===== config.mk =====
export PLATFORM = sky130hd
export DESIGN_NAME = sched_matrix
export DESIGN_NICKNAME = d
export VERILOG_FILES = /design/src/rtl/sched_matrix_pkg.sv /design/src/rtl/sched_ffs.sv /design/src/rtl/sched_part.sv /design/src/rtl/sched_matrix.sv
export SDC_FILE = /design/constraint.sdc
export NUM_CORES = 2
export LEC_CHECK = 0
export ABC_CLOCK_PERIOD_IN_PS = 9150
export BUFFER_PORTS_ARGS = -buffer_cell sky130_fd_sc_hd__buf_2
export CAP_MARGIN = 20
export CORE_MARGIN = 3
export CORE_UTILIZATION = 30
export DETAILED_ROUTE_END_ITERATION = 6
export HOLD_SLACK_MARGIN = 0.15
export SLEW_MARGIN = 20
export SYNTH_ARGS = -nofsm -noshare
export SYNTH_HDL_FRONTEND = slang
export SYNTH_HIERARCHICAL = 1
export SYNTH_SLANG_ARGS = --single-unit

===== constraint.sdc =====
create_clock -name clk -period 9.15 [get_ports clk]
set_clock_uncertainty 0.2 [all_clocks]
set_input_delay 0.915 -clock clk [delete_from_list [all_inputs] [get_ports clk]]
set_output_delay 0.915 -clock clk [all_outputs]
set_load 0.005 [all_outputs]

===== src/rtl/sched_matrix_pkg.sv =====
// Shared constants and parameter helpers for the partitioned scheduler.
package sched_matrix_pkg;
    localparam int unsigned NPART      = 4;
    localparam int unsigned DEF_DEPTH0 = 10;
    localparam int unsigned DEF_DEPTH1 = 10;
    localparam int unsigned DEF_DEPTH2 = 7;
    localparam int unsigned DEF_DEPTH3 = 5;

    // Capacity of partition p.
    function automatic int unsigned part_depth(input int unsigned p, input int unsigned d0,
                                               input int unsigned d1, input int unsigned d2,
                                               input int unsigned d3);
        case (p)
            0:       return d0;
            1:       return d1;
            2:       return d2;
            default: return d3;
        endcase
    endfunction

    // First global index of partition p (sum of the capacities below it).
    function automatic int unsigned part_base(input int unsigned p, input int unsigned d0,
                                              input int unsigned d1, input int unsigned d2);
        return (p > 0 ? d0 : 0) + (p > 1 ? d1 : 0) + (p > 2 ? d2 : 0);
    endfunction
endpackage


===== src/rtl/sched_ffs.sv =====
// Find-first-set over W bits, with bit 0 taking priority.
// The bits are split into groups of RADIX. Each group resolves locally, and
// one priority stage then picks among the group results, so the depth is two
// levels. Assumes W <= RADIX*RADIX.
module sched_ffs #(
    parameter int unsigned W     = 10,
    parameter int unsigned RADIX = 6,
    localparam int unsigned NG   = (W + RADIX - 1) / RADIX,
    localparam int unsigned PW   = (W > 1) ? $clog2(W) : 1
) (
    input  logic [W-1:0]  vec,
    output logic          found,
    output logic [PW-1:0] pos
);
    logic [NG*RADIX-1:0] vpad;
    logic [NG-1:0]       g_any;
    logic [PW-1:0]       g_pos [NG];

    // Pad to whole groups and resolve the lowest set bit in each group.
    always_comb begin
        vpad = '0;
        vpad[W-1:0] = vec;
        for (int g = 0; g < NG; g++) begin
            g_any[g] = 1'b0;
            g_pos[g] = '0;
            for (int j = RADIX - 1; j >= 0; j--) begin
                if (vpad[g*RADIX+j]) begin
                    g_any[g] = 1'b1;
                    g_pos[g] = PW'(g*RADIX + j);
                end
            end
        end
    end

    // Second level: the lowest group that has any bit set wins.
    always_comb begin
        found = 1'b0;
        pos   = '0;
        for (int g = NG - 1; g >= 0; g--) begin
            if (g_any[g]) begin
                found = 1'b1;
                pos   = g_pos[g];
            end
        end
    end
endmodule


===== src/rtl/sched_part.sv =====
// One scheduler partition serving a single execution port.
// Every slot holds a valid bit and a row of wait bits over all global indices.
// An ordering list keeps the slot numbers of live entries, oldest first. The
// partition offers the oldest ready entry, and grant issues it in that cycle.
// Assumes a producer was dispatched in an earlier cycle than its consumers.
module sched_part #(
    parameter int unsigned DEPTH = 10,
    parameter int unsigned BASE  = 0,
    parameter int unsigned TOTAL = 32,
    parameter int unsigned NSRC  = 2,
    parameter int unsigned RADIX = 6,
    parameter int unsigned IW    = 5,
    localparam int unsigned LW   = (DEPTH > 1) ? $clog2(DEPTH) : 1,
    localparam int unsigned CW   = $clog2(DEPTH + 1)
) (
    input  logic               clk,
    input  logic               rst_n,
    input  logic               flush,
    input  logic               disp_valid,
    input  logic [NSRC-1:0]    src_vld,
    input  logic [NSRC*IW-1:0] src_idx,
    input  logic [TOTAL-1:0]   glob_valid,
    input  logic [TOTAL-1:0]   col_clr,
    input  logic               grant,
    output logic               full,
    output logic [IW-1:0]      alloc_idx,
    output logic               iss_valid,
    output logic [IW-1:0]      iss_idx,
    output logic [DEPTH-1:0]   slot_valid,
    output logic [TOTAL-1:0]   col_mine
);
    logic [DEPTH-1:0] valid_q;
    logic [TOTAL-1:0] row_q [DEPTH];
    logic [LW-1:0]    ord_q [DEPTH];
    logic [CW-1:0]    cnt_q;

    logic [DEPTH-1:0] slot_rdy, age_rdy;
    logic             pick_found, accept, do_iss;
    logic [LW-1:0]    pick_pos, iss_slot, alloc_slot;
    logic [TOTAL-1:0] new_row;

    // Readiness by slot, then rearranged into age order for the picker.
    always_comb begin
        for (int i = 0; i < DEPTH; i++) slot_rdy[i] = valid_q[i] && (row_q[i] == '0);
        for (int k = 0; k < DEPTH; k++) age_rdy[k] = (CW'(k) < cnt_q) && slot_rdy[ord_q[k]];
    end

    sched_ffs #(.W(DEPTH), .RADIX(RADIX)) u_ffs (
        .vec   (age_rdy),
        .found (pick_found),
        .pos   (pick_pos)
    );

    // Lowest free slot receives the next dispatch.
    always_comb begin
        alloc_slot = '0;
        for (int i = DEPTH - 1; i >= 0; i--) if (!valid_q[i]) alloc_slot = LW'(i);
    end

    // Wait row of a new entry: one bit per live producer that is not issuing now.
    always_comb begin
        new_row = '0;
        for (int s = 0; s < NSRC; s++) begin
            if (src_vld[s] && glob_valid[src_idx[s*IW +: IW]] && !col_clr[src_idx[s*IW +: IW]])
                new_row[src_idx[s*IW +: IW]] = 1'b1;
        end
    end

    assign iss_slot   = ord_q[pick_pos];
    assign do_iss     = grant && pick_found;
    assign full       = &valid_q;
    assign accept     = disp_valid && !full;
    assign alloc_idx  = IW'(BASE) + IW'(alloc_slot);
    assign iss_valid  = do_iss;
    assign iss_idx    = IW'(BASE) + IW'(iss_slot);
    assign slot_valid = valid_q;
    assign col_mine   = do_iss ? ({{(TOTAL-1){1'b0}}, 1'b1} << (BASE + int'(iss_slot))) : '0;

    // State update: column wakeup, free on issue, fill on dispatch, reorder list.
    always_ff @(posedge clk) begin
        if (!rst_n || flush) begin
            valid_q <= '0;
            cnt_q   <= '0;
            for (int i = 0; i < DEPTH; i++) begin
                row_q[i] <= '0;
                ord_q[i] <= '0;
            end
        end else begin
            for (int i = 0; i < DEPTH; i++) row_q[i] <= row_q[i] & ~col_clr;
            if (do_iss) valid_q[iss_slot] <= 1'b0;
            if (accept) begin
                valid_q[alloc_slot] <= 1'b1;
                row_q[alloc_slot]   <= new_row;
            end
            for (int k = 0; k < DEPTH - 1; k++)
                if (do_iss && LW'(k) >= pick_pos) ord_q[k] <= ord_q[k+1];
            if (accept) ord_q[cnt_q - CW'(do_iss)] <= alloc_slot;
            cnt_q <= cnt_q + CW'(accept) - CW'(do_iss);
        end
    end
endmodule


===== src/rtl/sched_matrix.sv =====
// Top level of the partitioned scheduler: four partitions of unequal size.
// Each partition exports its valid slots and its issue column. The columns
// are ORed here and fed back to every partition, so any issue clears its wait
// bit scheduler-wide at the next edge.
module sched_matrix
    import sched_matrix_pkg::*;
#(
    parameter int unsigned DEPTH0 = DEF_DEPTH0,
    parameter int unsigned DEPTH1 = DEF_DEPTH1,
    parameter int unsigned DEPTH2 = DEF_DEPTH2,
    parameter int unsigned DEPTH3 = DEF_DEPTH3,
    parameter int unsigned NSRC   = 2,
    parameter int unsigned RADIX  = 6,
    localparam int unsigned TOTAL = DEPTH0 + DEPTH1 + DEPTH2 + DEPTH3,
    localparam int unsigned IW    = $clog2(TOTAL)
) (
    input  logic                     clk,
    input  logic                     rst_n,
    input  logic                     flush,
    input  logic [NPART-1:0]         disp_valid,
    input  logic [NPART*NSRC-1:0]    disp_src_vld,
    input  logic [NPART*NSRC*IW-1:0] disp_src_idx,
    input  logic [NPART-1:0]         grant,
    output logic [NPART-1:0]         disp_full,
    output logic [NPART*IW-1:0]      disp_idx,
    output logic [NPART-1:0]         iss_valid,
    output logic [NPART*IW-1:0]      iss_idx
);
    logic [TOTAL-1:0] glob_valid;
    logic [TOTAL-1:0] col_clr;
    logic [TOTAL-1:0] col_part [NPART];

    // Merge the per-partition issue columns into one clear vector.
    always_comb begin
        col_clr = '0;
        for (int p = 0; p < NPART; p++) col_clr = col_clr | col_part[p];
    end

    for (genvar p = 0; p < NPART; p++) begin : g_part
        localparam int unsigned DEPTH = part_depth(p, DEPTH0, DEPTH1, DEPTH2, DEPTH3);
        localparam int unsigned BASE  = part_base(p, DEPTH0, DEPTH1, DEPTH2);
        logic [DEPTH-1:0] sv;

        sched_part #(
            .DEPTH(DEPTH), .BASE(BASE), .TOTAL(TOTAL),
            .NSRC(NSRC), .RADIX(RADIX), .IW(IW)
        ) u_part (
            .clk        (clk),
            .rst_n      (rst_n),
            .flush      (flush),
            .disp_valid (disp_valid[p]),
            .src_vld    (disp_src_vld[p*NSRC +: NSRC]),
            .src_idx    (disp_src_idx[p*NSRC*IW +: NSRC*IW]),
            .glob_valid (glob_valid),
            .col_clr    (col_clr),
            .grant      (grant[p]),
            .full       (disp_full[p]),
            .alloc_idx  (disp_idx[p*IW +: IW]),
            .iss_valid  (iss_valid[p]),
            .iss_idx    (iss_idx[p*IW +: IW]),
            .slot_valid (sv),
            .col_mine   (col_part[p])
        );

        assign glob_valid[BASE +: DEPTH] = sv;
    end
endmodule


==> run metrics <==
top-area cell type share of the netlist area=36.1%; CTS tree=built; fin area=0.0689 mm^2; clk root buf=clkbuf_16; via count=53,600; Fill cells=around 20,000; postcts setup bufs=0; worst-path fanout max=14; CP max stage cell=or4_1; First-pass DRT Iterations=7; DRT Wirelength=222,000 um; area delta synth->final=16.0%; Final Setup Violations=0; full die area=about 0.20 mm^2; synthesized area=~0.059 mm^2; total track usage=20.9%; Clock Latency Late Sink=800 ps; Post-DP Area=0.0643 mm^2; Crit. End Element=register; failing checks=design-rule violations; Initial DRC Count=6,388; Ys Warns=6; Area contributors post-synth=dfxtp_1 36%, edfxtp_1 8.9%, nand3_1 8.4%; FMAX=0.113 GHz; Core Area=between 0.15 and 0.2 mm^2; Residual DRC=1; CP Data Arrival Time=9370 ps; Pleak=24.3 nW; final hold violations=0; Yosys top cell by area=dfxtp_1; worst slew pin tran=1260 ps; CTS buffer count=133; Main synth FF type=dfxtp_1; first-pass GRT wire length=about 330,000 um; RSZ-0062 raised after global routing=no; clock-pin slew on the worst setup and hold paths=60 ps; Bufs on Longest Clock Path=3; Die Y=around 450 um; Cells after Synth=6,415; Multi-input gate area=0.0306 mm^2; grt total ovfl=0; Peak VDD IR=0.177 mV; die width=between 400 and 500 um; Final period util=between 90% and 100%; Critical Path Max Stage Delay=about 740 ps; maxcap violations=0; cell row count=162; nets@finish=6,722; Hold WC Path Type=reg2reg; Yosys reg bits=1,246; CTS sink cnt=1,246; register area=~0.027 mm^2; Worst Setup Path Type=reg2reg; GPL Wtd Cong=0.977; Detail Route Antenna Nets=0; hold_buf cts=0; initial antenna violation count=32; largest net degree at the start of global routing=66; WL/cell=23.7 um; average cell area after synthesis=9.26 um^2; Worst EP required=9640 ps; status=finished with violations; Startpoint Class=register; Vias/cell=roughly 5.7; Slew Limit Fails=0; share of cells above drive strength 1=15.4%; Worst Setup SP=g_part[1].u_part/row_q[0][25]$_DFF_P_; post-synthesis sequential area ratio=45.0%; Post-synth EDFFs=176; Pwr Density=203 mW/mm^2; r2r worst-path depth=31; worst hold stages=2; number of buffers added on ports=around 100; io pins=between 100 and 150; Final HPWL DP=approximately 160,000 um; Hold Startpoint=g_part[0].u_part/row_q[4][14]$_DFF_P_; Async SR Flop Fraction=0%; Min Clock Period, post-route=8880 ps; setup_tns=0 ps; CTS H-tree lvls=4; unique cell type count in the Yosys netlist=115; Starting Density=30.3%; cell repeated most along the worst path=buf_4; vias in the first global route=50,100; Max-slew headroom=between 10% and 20%; worst r2r src=g_part[1].u_part/row_q[0][25]$_DFF_P_
==> through the flow <==
step	total power, W	hold slack, ps	instances	worst slack, ps	utilization (%)
CTS	0.0140	258	9339	498	35.1
floorplan	0.00748	229	6471	1230	-
global placement	0.00851	240	9097	630	32.8
finish	0.0140	254	9356	271	35.2
detailed placement	0.00853	248	9099	574	32.9
global route	0.0145	276	9356	0.953	35.2
==> path summary, 6_finish.rpt <==
| check | end | slack, ps |
|---|---|---|
| setup / recovery | g_part[0].u_part/row_q[2][28]$_DFF_P_ | 270 |
| hold / removal | g_part[0].u_part/row_q[4][14]$_DFF_P_ | 250 |
| setup reg to reg | g_part[0].u_part/row_q[2][28]$_DFF_P_ | 270 |
| hold reg to reg | g_part[0].u_part/row_q[4][14]$_DFF_P_ | 250 |
==> worst max-delay path, delay by kind of cell, from the launching register on <==
kind,cells,cell delay [ps]
and+or+nand+nor,11,3170
muxes,5,1730
AOI/OAI and AO/OA,6,1410
buffers and inverters,7,1200
xor gates and xnor gates,1,510
DFF,1,320
adders and majority gates,1,200
==> cell type report <==
type	count	area share, %
multi-input combinational	4688	44.5
sequential	1246	38.8
clock buffer	187	5.62
timing repair buffer	451	4.94
tap	2624	4.77
clock inverter	53	0.832
inverter	91	0.496
antenna	16	0.0581
==> Yosys cell counts, types with 40 or more instances <==
master,count
nor2_1,369
mux4_2,152
ha_1,48
inv_1,88
mux2i_1,307
o21ai_0,820
nor2b_1,45
nor4_1,229
nand2_1,372
or3_1,70
nand3_1,997
edfxtp_1,176
nand4_1,62
and3_1,40
o21ai_1,161
buf_2,50
nor3_1,102
buf_4,70
nand2b_1,57
dfxtp_1,1070
and2_1,44
a21oi_1,156
clkbuf_1,287
==> power breakdown <==
part / total, W / internal [W] / switching, W / leakage [nW]
clock: 0.00550 / 0.00314 / 0.00236 / 2.20
sequential: 0.00583 / 0.00567 / 0.000167 / 10.5
combinational: 0.00266 / 0.000988 / 0.00168 / 11.6
total: 0.0140 / 0.00980 / 0.00420 / 24.3
==> flip-flops by register name, indices dropped and copies added (netlist names) <==
register	cells
g_part.u_part/cnt_q	14
g_part.u_part/ord_q	176
g_part.u_part/row_q	1024
g_part.u_part/slot_valid	32
==> cell families (layout without fill, tap and decap cells) <==
family,count (synthesis),in the layout,synth area share [%]
AO/OA/AOI/OAI,1470,1470,15.3
XOR/XNOR,14,14,0.206
adder cells (fa/ha/maj),52,52,1.15
buffers and inverters,537,782,4.08
flip-flops,1246,1246,45.0
multiplexers,478,478,11.3
other,5,77,0.0316
AND/OR/NAND/NOR,2613,2613,23.0
==> placed cells by master, fill, tap and decap left out, types with 39 or more instances in the layout <==
cell	instances
and3_1	39
nor2b_1	43
or3_1	64
nor2_1	368
ha_1	48
o21ai_1	162
nand2_1	370
buf_4	329
nor3_1	100
nand3_1	988
edfxtp_1	176
nor4_1	228
mux2i_1	307
clkbuf_16	142
inv_1	88
nand2b_1	55
dfxtp_1	1070
buf_2	101
nand4_1	62
a21oi_1	156
conb_1	61
and2_1	44
o21ai_0	819
mux4_2	152
==> metal layers <==
layer  track usage (%)  share of wire (%)
met1              27.8                 41
met2              33.4                 46
met3              4.17                9.1
met4              8.39                4.2
met5                 0             0.0059
==> what timing repair did <==
| action | 4_1_cts | 5_1_grt |
|---|---|---|
| endpoints found under the setup margin | 0 | 2 |
| endpoints found under the hold margin | 0 | 0 |
| gates resized for setup | 0 | 1 |
Note: power is estimated with default switching activity, not from simulation.
